<file path="src/rtl/rtcc_wdt_pkg.sv">
package rtcc_wdt_pkg;
    typedef enum logic {
        WD_RUN  = 1'b0,
        WD_FIRE = 1'b1
    } wd_state_t;

    typedef struct packed {
        logic       map_cnt;
        logic       irq_off;
        logic       src_pin;
        logic       fall_edge;
        logic       pre_to_wdt;
        logic [2:0] div_code;
    } ctrl_t;
endpackage

</file>
<file path="src/rtl/rtcc_pin_sync.sv">
module rtcc_pin_sync #(
    parameter int STAGES = 2
) (
    input  logic clk,
    input  logic rst_n,
    input  logic pin,
    output logic rise,
    output logic fall
);
    logic [STAGES-1:0] chain;
    logic              last;

    genvar i;
    generate
        for (i = 0; i < STAGES; i++) begin : g_stage
            if (i == 0) begin : g_first
                always_ff @(posedge clk) begin
                    if (!rst_n) chain[0] <= 1'b0;
                    else        chain[0] <= pin;
                end
            end else begin : g_next
                always_ff @(posedge clk) begin
                    if (!rst_n) chain[i] <= 1'b0;
                    else        chain[i] <= chain[i-1];
                end
            end
        end
    endgenerate

    always_ff @(posedge clk) begin
        if (!rst_n) last <= 1'b0;
        else        last <= chain[STAGES-1];
    end

    assign rise = chain[STAGES-1] & ~last;
    assign fall = ~chain[STAGES-1] & last;
endmodule

</file>
<file path="src/rtl/rtcc_prescaler.sv">
module rtcc_prescaler #(
    parameter int SEL_W = 3,
    localparam int PW   = 1 << SEL_W
) (
    input  logic             clk,
    input  logic             rst_n,
    input  logic             in_pulse,
    input  logic             clear,
    input  logic             to_wdt,
    input  logic [SEL_W-1:0] code,
    output logic             out_pulse
);
    logic [PW-1:0] count;
    logic [SEL_W:0] shamt;
    logic [PW:0]    span;

    always_comb begin
        shamt = to_wdt ? {1'b0, code} : ({1'b0, code} + 1'b1);
        span  = ((PW+1)'(1) << shamt) - (PW+1)'(1);
    end

    assign out_pulse = in_pulse && ((count & span[PW-1:0]) == span[PW-1:0]);

    always_ff @(posedge clk) begin
        if (!rst_n)        count <= '0;
        else if (clear)    count <= '0;
        else if (in_pulse) count <= count + 1'b1;
    end
endmodule

</file>
<file path="src/rtl/rtcc_wdt_fsm.sv">
module rtcc_wdt_fsm
    import rtcc_wdt_pkg::*;
#(
    parameter int WDT_PERIOD = 16,
    localparam int CW = $clog2(WDT_PERIOD + 1)
) (
    input  logic clk,
    input  logic rst_n,
    input  logic step,
    input  logic clear,
    output logic fire
);
    wd_state_t     state, state_n;
    logic [CW-1:0] cnt, cnt_n;
    logic          expire;

    always_ff @(posedge clk) begin
        if (!rst_n) begin
            state <= WD_RUN;
            cnt   <= '0;
        end else begin
            state <= state_n;
            cnt   <= cnt_n;
        end
    end

    always_comb begin
        expire = 1'b0;
        cnt_n  = cnt;
        if (clear) begin
            cnt_n = '0;
        end else if (step) begin
            if (cnt == CW'(WDT_PERIOD - 1)) begin
                cnt_n  = '0;
                expire = 1'b1;
            end else begin
                cnt_n = cnt + 1'b1;
            end
        end
        state_n = state;
        unique case (state)
            WD_RUN:  state_n = expire ? WD_FIRE : WD_RUN;
            WD_FIRE: state_n = expire ? WD_FIRE : WD_RUN;
            default: state_n = WD_RUN;
        endcase
    end

    always_comb begin
        fire = (state == WD_FIRE);
    end
endmodule

</file>
<file path="src/rtl/rtcc_wdt_unit.sv">
module rtcc_wdt_unit
    import rtcc_wdt_pkg::*;
#(
    parameter int SEL_W       = 3,
    parameter int WDT_PERIOD  = 16,
    parameter int SYNC_STAGES = 2,
    localparam int DW         = 1 << SEL_W
) (
    input  logic          clk,
    input  logic          rst_n,
    input  logic          opt_we,
    input  logic [DW-1:0] opt_wdata,
    output logic [DW-1:0] opt_rdata,
    input  logic          cnt_we,
    input  logic [DW-1:0] cnt_wdata,
    output logic [DW-1:0] cnt_rdata,
    input  logic          inst_en,
    input  logic          ext_pin,
    input  logic          wdt_tick,
    input  logic          wdt_clr,
    input  logic          roll_clr,
    output logic          irq,
    output logic          wdt_rst_req,
    output logic          map_sel
);
    ctrl_t         ctrl;
    logic [DW-1:0] cnt_q;
    logic          wrap_flag;
    logic          pin_rise, pin_fall, src_evt;
    logic          pre_in, pre_out, pre_clear;
    logic          cnt_step, wd_step, wrap;

    always_ff @(posedge clk) begin
        if (!rst_n)      ctrl <= ctrl_t'('1);
        else if (opt_we) ctrl <= ctrl_t'(opt_wdata);
    end

    rtcc_pin_sync #(.STAGES(SYNC_STAGES)) u_sync (
        .clk(clk), .rst_n(rst_n), .pin(ext_pin),
        .rise(pin_rise), .fall(pin_fall)
    );

    always_comb begin
        src_evt   = ctrl.src_pin ? (ctrl.fall_edge ? pin_fall : pin_rise) : inst_en;
        pre_in    = ctrl.pre_to_wdt ? wdt_tick : src_evt;
        cnt_step  = ctrl.pre_to_wdt ? src_evt : pre_out;
        wd_step   = ctrl.pre_to_wdt ? pre_out : wdt_tick;
        pre_clear = cnt_we | wdt_clr |
                    (opt_we && (opt_wdata[3] != ctrl.pre_to_wdt));
        wrap      = cnt_step && !cnt_we && (cnt_q == '1);
    end

    rtcc_prescaler #(.SEL_W(SEL_W)) u_pre (
        .clk(clk), .rst_n(rst_n), .in_pulse(pre_in), .clear(pre_clear),
        .to_wdt(ctrl.pre_to_wdt), .code(ctrl.div_code), .out_pulse(pre_out)
    );

    rtcc_wdt_fsm #(.WDT_PERIOD(WDT_PERIOD)) u_wdt (
        .clk(clk), .rst_n(rst_n), .step(wd_step), .clear(wdt_clr),
        .fire(wdt_rst_req)
    );

    always_ff @(posedge clk) begin
        if (!rst_n)        cnt_q <= '0;
        else if (cnt_we)   cnt_q <= cnt_wdata;
        else if (cnt_step) cnt_q <= cnt_q + 1'b1;
    end

    always_ff @(posedge clk) begin
        if (!rst_n)        wrap_flag <= 1'b0;
        else if (wrap)     wrap_flag <= 1'b1;
        else if (roll_clr) wrap_flag <= 1'b0;
    end

    assign opt_rdata = DW'(ctrl);
    assign cnt_rdata = cnt_q;
    assign irq       = wrap_flag & ~ctrl.irq_off;
    assign map_sel   = ctrl.map_cnt;
endmodule

</file>
<file path="config.mk">
export PLATFORM = sky130hd
export DESIGN_NAME = rtcc_wdt_unit
export DESIGN_NICKNAME = d
export VERILOG_FILES = /design/src/rtl/rtcc_wdt_pkg.sv /design/src/rtl/rtcc_pin_sync.sv /design/src/rtl/rtcc_prescaler.sv /design/src/rtl/rtcc_wdt_fsm.sv /design/src/rtl/rtcc_wdt_unit.sv
export SDC_FILE = /design/constraint.sdc
export NUM_CORES = 1
export LEC_CHECK = 0
export ABC_AREA = 1
export BUFFER_PORTS_ARGS = -buffer_cell sky130_fd_sc_hd__buf_2
export CAP_MARGIN = 0
export CORE_ASPECT_RATIO = 0.9
export CORE_UTILIZATION = 40
export CTS_BUF_LIST = sky130_fd_sc_hd__clkbuf_4 sky130_fd_sc_hd__clkbuf_8
export DETAILED_ROUTE_END_ITERATION = 8
export GPL_TIMING_DRIVEN = 0
export SYNTH_ARGS = -nofsm -noshare
export SYNTH_HDL_FRONTEND = slang
export SYNTH_HIERARCHICAL = 1
export SYNTH_SLANG_ARGS = --single-unit
</file>
<file path="constraint.sdc">
create_clock -name clk -period 2.98 [get_ports clk]
set_input_delay 0.447 -clock clk [delete_from_list [all_inputs] [get_ports clk]]
set_output_delay 0.447 -clock clk [all_outputs]
set_load 0.005 [all_outputs]
</file>
# Yosys cells after proc, flatten, opt, wreduce, memory -nomap -nowiden
# Cells that the tools add are included.
classes:
  reduce_logical: 9
  muxes: 15
  shifts: 1
  eq_ne: 4
  add_sub_neg: 5
  bitwise_logic: 10
ops:
  columns: ["operator", "n"]
  rows:
  - ["8-bit by 1-bit adder with 8-bit output, second input constant", 2]
  - ["8-bit 2-to-1 mux", 2]
  - ["1-bit 2-to-1 mux", 11]
  - ["8-bit AND", 1]
  - ["8-bit == test", 1]
  - ["8-bit == test, second input constant", 1]
  - ["1-bit by 4-bit left shift with 8-bit output, first input constant", 1]
  - ["8-bit by 2-bit subtractor with 8-bit output, second input constant", 1]
  - ["5-bit by 1-bit adder with 5-bit output, second input constant", 1]
  - ["5-bit by 4-bit == test with 1-bit output, second input constant", 1]
  - ["5-bit 2-to-1 mux", 1]
  - ["3-bit by 1-bit adder with 4-bit output, second input constant", 1]
  - ["1-bit logical AND", 4]
  - ["4-bit 2-to-1 mux", 1]
  - ["1-bit NOT", 4]
  - ["2-bit nonzero test", 2]
  - ["2-bit OR reduction", 2]
  - ["1-bit AND", 3]
  - ["1-bit OR", 2]
  - ["1-bit logical NOT", 1]
  - ["1-bit inequality test", 1]
word_totals:
  elab_cells: 58
  output_inout_bits: 19
  in_bits: 25
  ff_bits: 34

# Depth between registers and ports, before layout
logic_depth:
  ltp_word: 11
  mapped_depth: 21
  depth_no_buf: 20

# Cells and area by module
# Netlist, hierarchy kept.
by_module_without_submodules:
  columns: ["mod", "area_per_inst_um2", "n_inst", "seq_area_each_um2", "cells_per_inst"]
  rows:
  - ["rtcc_wdt_unit", 979.7, 1, 340.3, 143]
  - ["rtcc_prescaler", 664.4, 1, 160.2, 107]
  - ["rtcc_wdt_fsm", 277.8, 1, 120.1, 36]
  - ["rtcc_pin_sync", 100.1, 1, 60.1, 13]

# Worst setup path after synthesis
# Ideal clock, no wire load.
synth_timing:
  path_kind: "register to register"
  start: "reg ctrl, in the netlist opt_rdata[0]"
  end: "reg u_wdt.cnt[3]"
  slack_ps: 506
  arrival_ps: 2362
  required_ps: 2868
  period_less_slack_ps: 2474
  path_buffers: 1
  setup_time_ps: 112
  stages_incl_launch_ff: 21
  path_cell_list: "dfxtp_1 ha_1 nand2_2 nand2_2 inv_4 nand2_2 inv_1 nand2_2 ha_1 o211ai_1 a21oi_2 nand3_1 nor2_1 nand2_1 o21ai_0 buf_6 nand2_4 nor2_1 nand2_1 nand2_1 nor2_1"
synth_between:
  elab_chain_cells: 8
synth_rtl:
  columns: ["item", "line", "text"]
  rows:
  - ["start: declaration", "rtcc_wdt_unit.sv:26", "ctrl_t ctrl;"]
  - ["start signal: assignment", "rtcc_wdt_unit.sv:34", "if (!rst_n) ctrl <= ctrl_t'('1);"]
  - ["start signal: assignment", "rtcc_wdt_unit.sv:35", "else if (opt_we) ctrl <= ctrl_t'(opt_wdata);"]
  - ["3-bit by 1-bit adder with 4-bit output", "rtcc_prescaler.sv:18", "shamt = to_wdt ? {1'b0, code} : ({1'b0, code} + 1'b1);"]
  - ["4-bit 2-to-1 mux (*)", "rtcc_prescaler.sv:18", null]
  - ["1-bit by 4-bit left shift with 8-bit output (*)", "rtcc_prescaler.sv:19", "span = ((PW+1)'(1) << shamt) - (PW+1)'(1);"]
  - ["8-bit by 2-bit subtractor with 8-bit output (*)", "rtcc_prescaler.sv:19", null]
  - ["8-bit AND", "rtcc_prescaler.sv:22", "assign out_pulse = in_pulse && ((count & span[PW-1:0]) == span[PW-1:0]);"]
  - ["8-bit == test (*)", "rtcc_prescaler.sv:22", null]
  - ["1-bit logical AND (*)", "rtcc_prescaler.sv:22", null]
  - ["via pre_out", "rtcc_wdt_unit.sv:30", "logic pre_in, pre_out, pre_clear;"]
  - ["1-bit 2-to-1 mux (*)", "rtcc_wdt_unit.sv:47", "wd_step = ctrl.pre_to_wdt ? pre_out : wdt_tick;"]
  - ["via wd_step", "rtcc_wdt_unit.sv:31", "logic cnt_step, wd_step, wrap;"]
  - ["end signal: assignment", "rtcc_wdt_fsm.sv:23", "cnt <= cnt_n;"]
  - ["end: declaration", "rtcc_wdt_fsm.sv:14", "logic [CW-1:0] cnt, cnt_n;"]
# Mark *: on every way through the listed nets, which the timed path passes. The rest lies on a longest branch.
# A chain may end at the register's enable or synchronous reset.

# Worst setup path in the final report
layout_timing:
  start: "reg ctrl, in the netlist opt_rdata[1]"
  end: "reg u_wdt.cnt[3]"
# The elaborated chain is that of the path after synthesis.

==> summary.md <==
| Metric | Value |
|---|---|
| Critical path arrival | `2.85 ns` |
| Post-Synth Simple-Gate Area | `41.40%` |
| Worst EP required | `3.16 ns` |
| Gr ovfl total | `0` |
| Initial Util | `41.56%` |
| DPL Wire Length | `3.504 mm` |
| Die ar. | `5344 um2` |
| Setup violators final | `0` |
| Area Overhead vs Synth | `18.75%` |
| Via count | `1,990` |
| Final Util | `49.36%` |
| Initial antenna violation count | `0` |
| RSZ-0062 raised after global routing | `no` |
| Yosys top cell area share | `33.66%` |
| RePlAce Congestion | `0.8028` |
| # rows | `24` |
| Share of cells above drive strength 1 | `25.50%` |
| Cells on worst reg2reg path | `20` |
| Fmax | `374.9 MHz` |
| Post-Syn Area | `2022 um2` |
| Post-cts hold buffer count | `0` |
| Hold Path Class | `in2reg` |
| Gate Count Post-Synth | `299` |
| Yosys top cell by area | `dfxtp_1` |
| Post-synthesis cell type count | `32` |
| DRT iter0 DRCs | `127` |
| Max cap viols | `0` |
| Slew @ Worst Pin | `0.5480 ns` |
| Setup CP Type | `reg2reg` |
| Mean post-synth cell area | `6.762 um2` |
| ANT nets after route | `0` |
| FF+latch count, synth | `34` |
| Power Dens Cells | `419.9 nW/um2` |
| Die height | `69.45 um` |
| Final setup TNS | `0 ns` |
| First-pass GRT wire length | `8.079 mm` |
| Clock transition at path regs | `0.07 ns` |
| Largest fanout on the critical path | `8` |
| Residual DRC | `0` |
| Top Ports | `44` |
| Fin Clk Skew | `0.008142 ns` |
| CTS buffer count | `5` |
| Top post-synthesis cells by area | `dfxtp_1 34%, nand2_1 15%, inv_1 7.1%` |
| Final nets | `379` |
| Pin count of the biggest net entering global routing | `11` |
| Fin area | `2401 um2` |
| Final hold vios | `0` |
| Synth Area in Adders | `3.094%` |
| Multiplexer share of the synthesized area | `0%` |
| Synthesis warning total | `6` |
| Largest buffer count on any clock path | `2` |
| ANT cells | `0` |
| Max-slew violation count | `0` |
| Routed WL | `4.640 mm` |
| CP endpoint kind | `flip-flop` |
| Clock Root Buffer | `clkbuf_8` |
| Number of global-route vias before repair | `1,863` |
| H-tree depth | `2` |
| Synth Area in Compound Gates | `9.468%` |
| Vias per std cell | `4.807` |
| GRT Util Overall | `18.95%` |
| Peak VDD IR | `195.3 uV` |
| Post-synthesis sequential area ratio | `33.66%` |
| # fillers | `524` |
| Final Cycle Share | `89.52%` |
| Die Width | `76.95 um` |
| P_leak | `1.132 nW` |
| Status | `completed` |
| Min Hold Slack | `0.3424 ns` |
| Detailed Routing Iterations Pass 1 | `4` |
| Area of the multi-input gates | `1129 um2` |
| Post-Synth XOR/XNOR Area | `1.733%` |
| Sequential cell area | `681.9 um2` |
| Syn Nets | `329` |
| Skew-Pair Late Insertion Delay | `0.29 ns` |
| CTS sink cnt | `34` |
| Worst slew margin | `63.22%` |
| Crit path time final | `2.668 ns` |
| Largest family of logic cells by synthesized area | `simple AND/OR/NAND/NOR gates` |
| Worst Hold Depth | `3` |
| Nature of the critical path startpoint | `flip-flop` |
| Routed length per instance | `11.21 um` |
| Area post-placement | `2318 um2` |
| PortBufs | `43` |
| TritonCTS clock tree | `built` |
| Core box area | `4865 um2` |
[per-stage QoR]
| step | cells | worst slack, ns | total power, W |
|---|---|---|---|
| after floorplan | 299 | 0.5058 | 0.0006329 |
| after global placement | 407 | 0.1674 | 0.0006929 |
| after detailed placement | 407 | 0.1219 | 0.0006951 |
| after CTS | 414 | 0.08730 | 0.001021 |
| after global routing | 414 | 0.05739 | 0.001068 |
| final | 414 | 0.3124 | 0.001008 |
[power by group]
part	switching (W)	total (W)	internal, W
Sequential	0.0000243	0.000497	0.000473
Clock	0.000166	0.000323	0.000157
Combinational	0.000110	0.000188	0.0000780
Total	0.000301	0.00101	0.000708
[cells in the mapped netlist, drive strengths merged]
cell	instances
xnor2	4
o211ai	1
nand4	9
nand2	93
a31oi	2
dfxtp	34
clkinv	1
buf	4
clkbuf	2
ha	5
nand3	31
a21oi	18
o21ai	14
nor2	31
nor3	6
inv	41
or2	2
o21bai	1
[cells in the final DEF, fill, tap and decap left out, drive strengths merged]
master,netlist,final
nand2,93,93
buf,4,47
inv,41,41
dfxtp,34,34
nand3,31,31
nor2,31,31
a21oi,18,18
o21ai,14,14
nand4,9,9
clkbuf,2,7
nor3,6,6
ha,5,5
xnor2,4,4
clkinv,1,3
a31oi,2,2
or2,2,2
o21bai,1,1
o211ai,1,1
[registers in the layout (all words and copies together) (netlist names)]
| signal | count |
|---|---|
| u_sync/chain | 2 |
| cnt_rdata | 8 |
| map_sel | 1 |
| u_wdt/cnt | 5 |
| wrap_flag | 1 |
| u_pre/count | 8 |
| u_sync/last | 1 |
| u_wdt/fire | 1 |
| opt_rdata | 7 |
[cells by family (layout without fill, tap and decap cells)]
group           after synthesis  in the layout
simple gates                172            172
flops                        34             34
xor+xnor                      4              4
fa+ha+maj                     5              5
buf+inv                      48             98
compound gates               36             36
[path summary, 6_finish.rpt]
check	from	end	slack, ns
setup / recovery	opt_rdata[1]$_SDFFE_PN1P_	u_wdt/cnt[3]$_SDFFE_PP0P_	0.31
setup reg to reg	opt_rdata[1]$_SDFFE_PN1P_	u_wdt/cnt[3]$_SDFFE_PP0P_	0.31
hold / removal	ext_pin	u_sync/chain[0]$_SDFF_PN0_	0.34
hold reg to reg	u_sync/chain[0]$_SDFF_PN0_	u_sync/chain[1]$_SDFF_PN0_	0.42
[layer usage]
layer / up-vias / track usage [%] / part of all wire (%)
met4: 0 / 7.051 / 1.3
met3: 7 / 4.342 / 4.8
met5: - / 0 / 0
met2: 52 / 30.26 / 43
li1: 1054 / - / -
met1: 877 / 24.80 / 51
[critical path: stages, from the launching register on]
cell,delay (ns)
dfxtp_1,0.43
ha_1,0.28
nand2_2,0.07
nand2_2,0.07
inv_4,0.08
nand2_2,0.06
inv_1,0.06
nand2_2,0.06
ha_1,0.28
o211ai_1,0.09
a21oi_2,0.14
nand3_1,0.09
nor2_2,0.19
nand2_1,0.07
o21ai_0,0.14
buf_6,0.19
nand2_4,0.05
nor2_1,0.09
nand2_1,0.05
nand2_1,0.06
nor2_1,0.04
[final cells by class]
cell class | instances | share of cell area, %
multi-input combinational | 217 | 47.00
sequential | 34 | 28.40
timing repair buffer | 43 | 8.963
inverter | 42 | 6.670
tap | 65 | 3.387
clock buffer | 5 | 2.866
buffer | 6 | 2.293
clock inverter | 2 | 0.4169
[repair_timing]
item,CTS,global route
setup endpoints to repair,0,8
buffers inserted,0,0
resized for setup,0,3
Note: power is estimated with default switching activity, not from simulation.
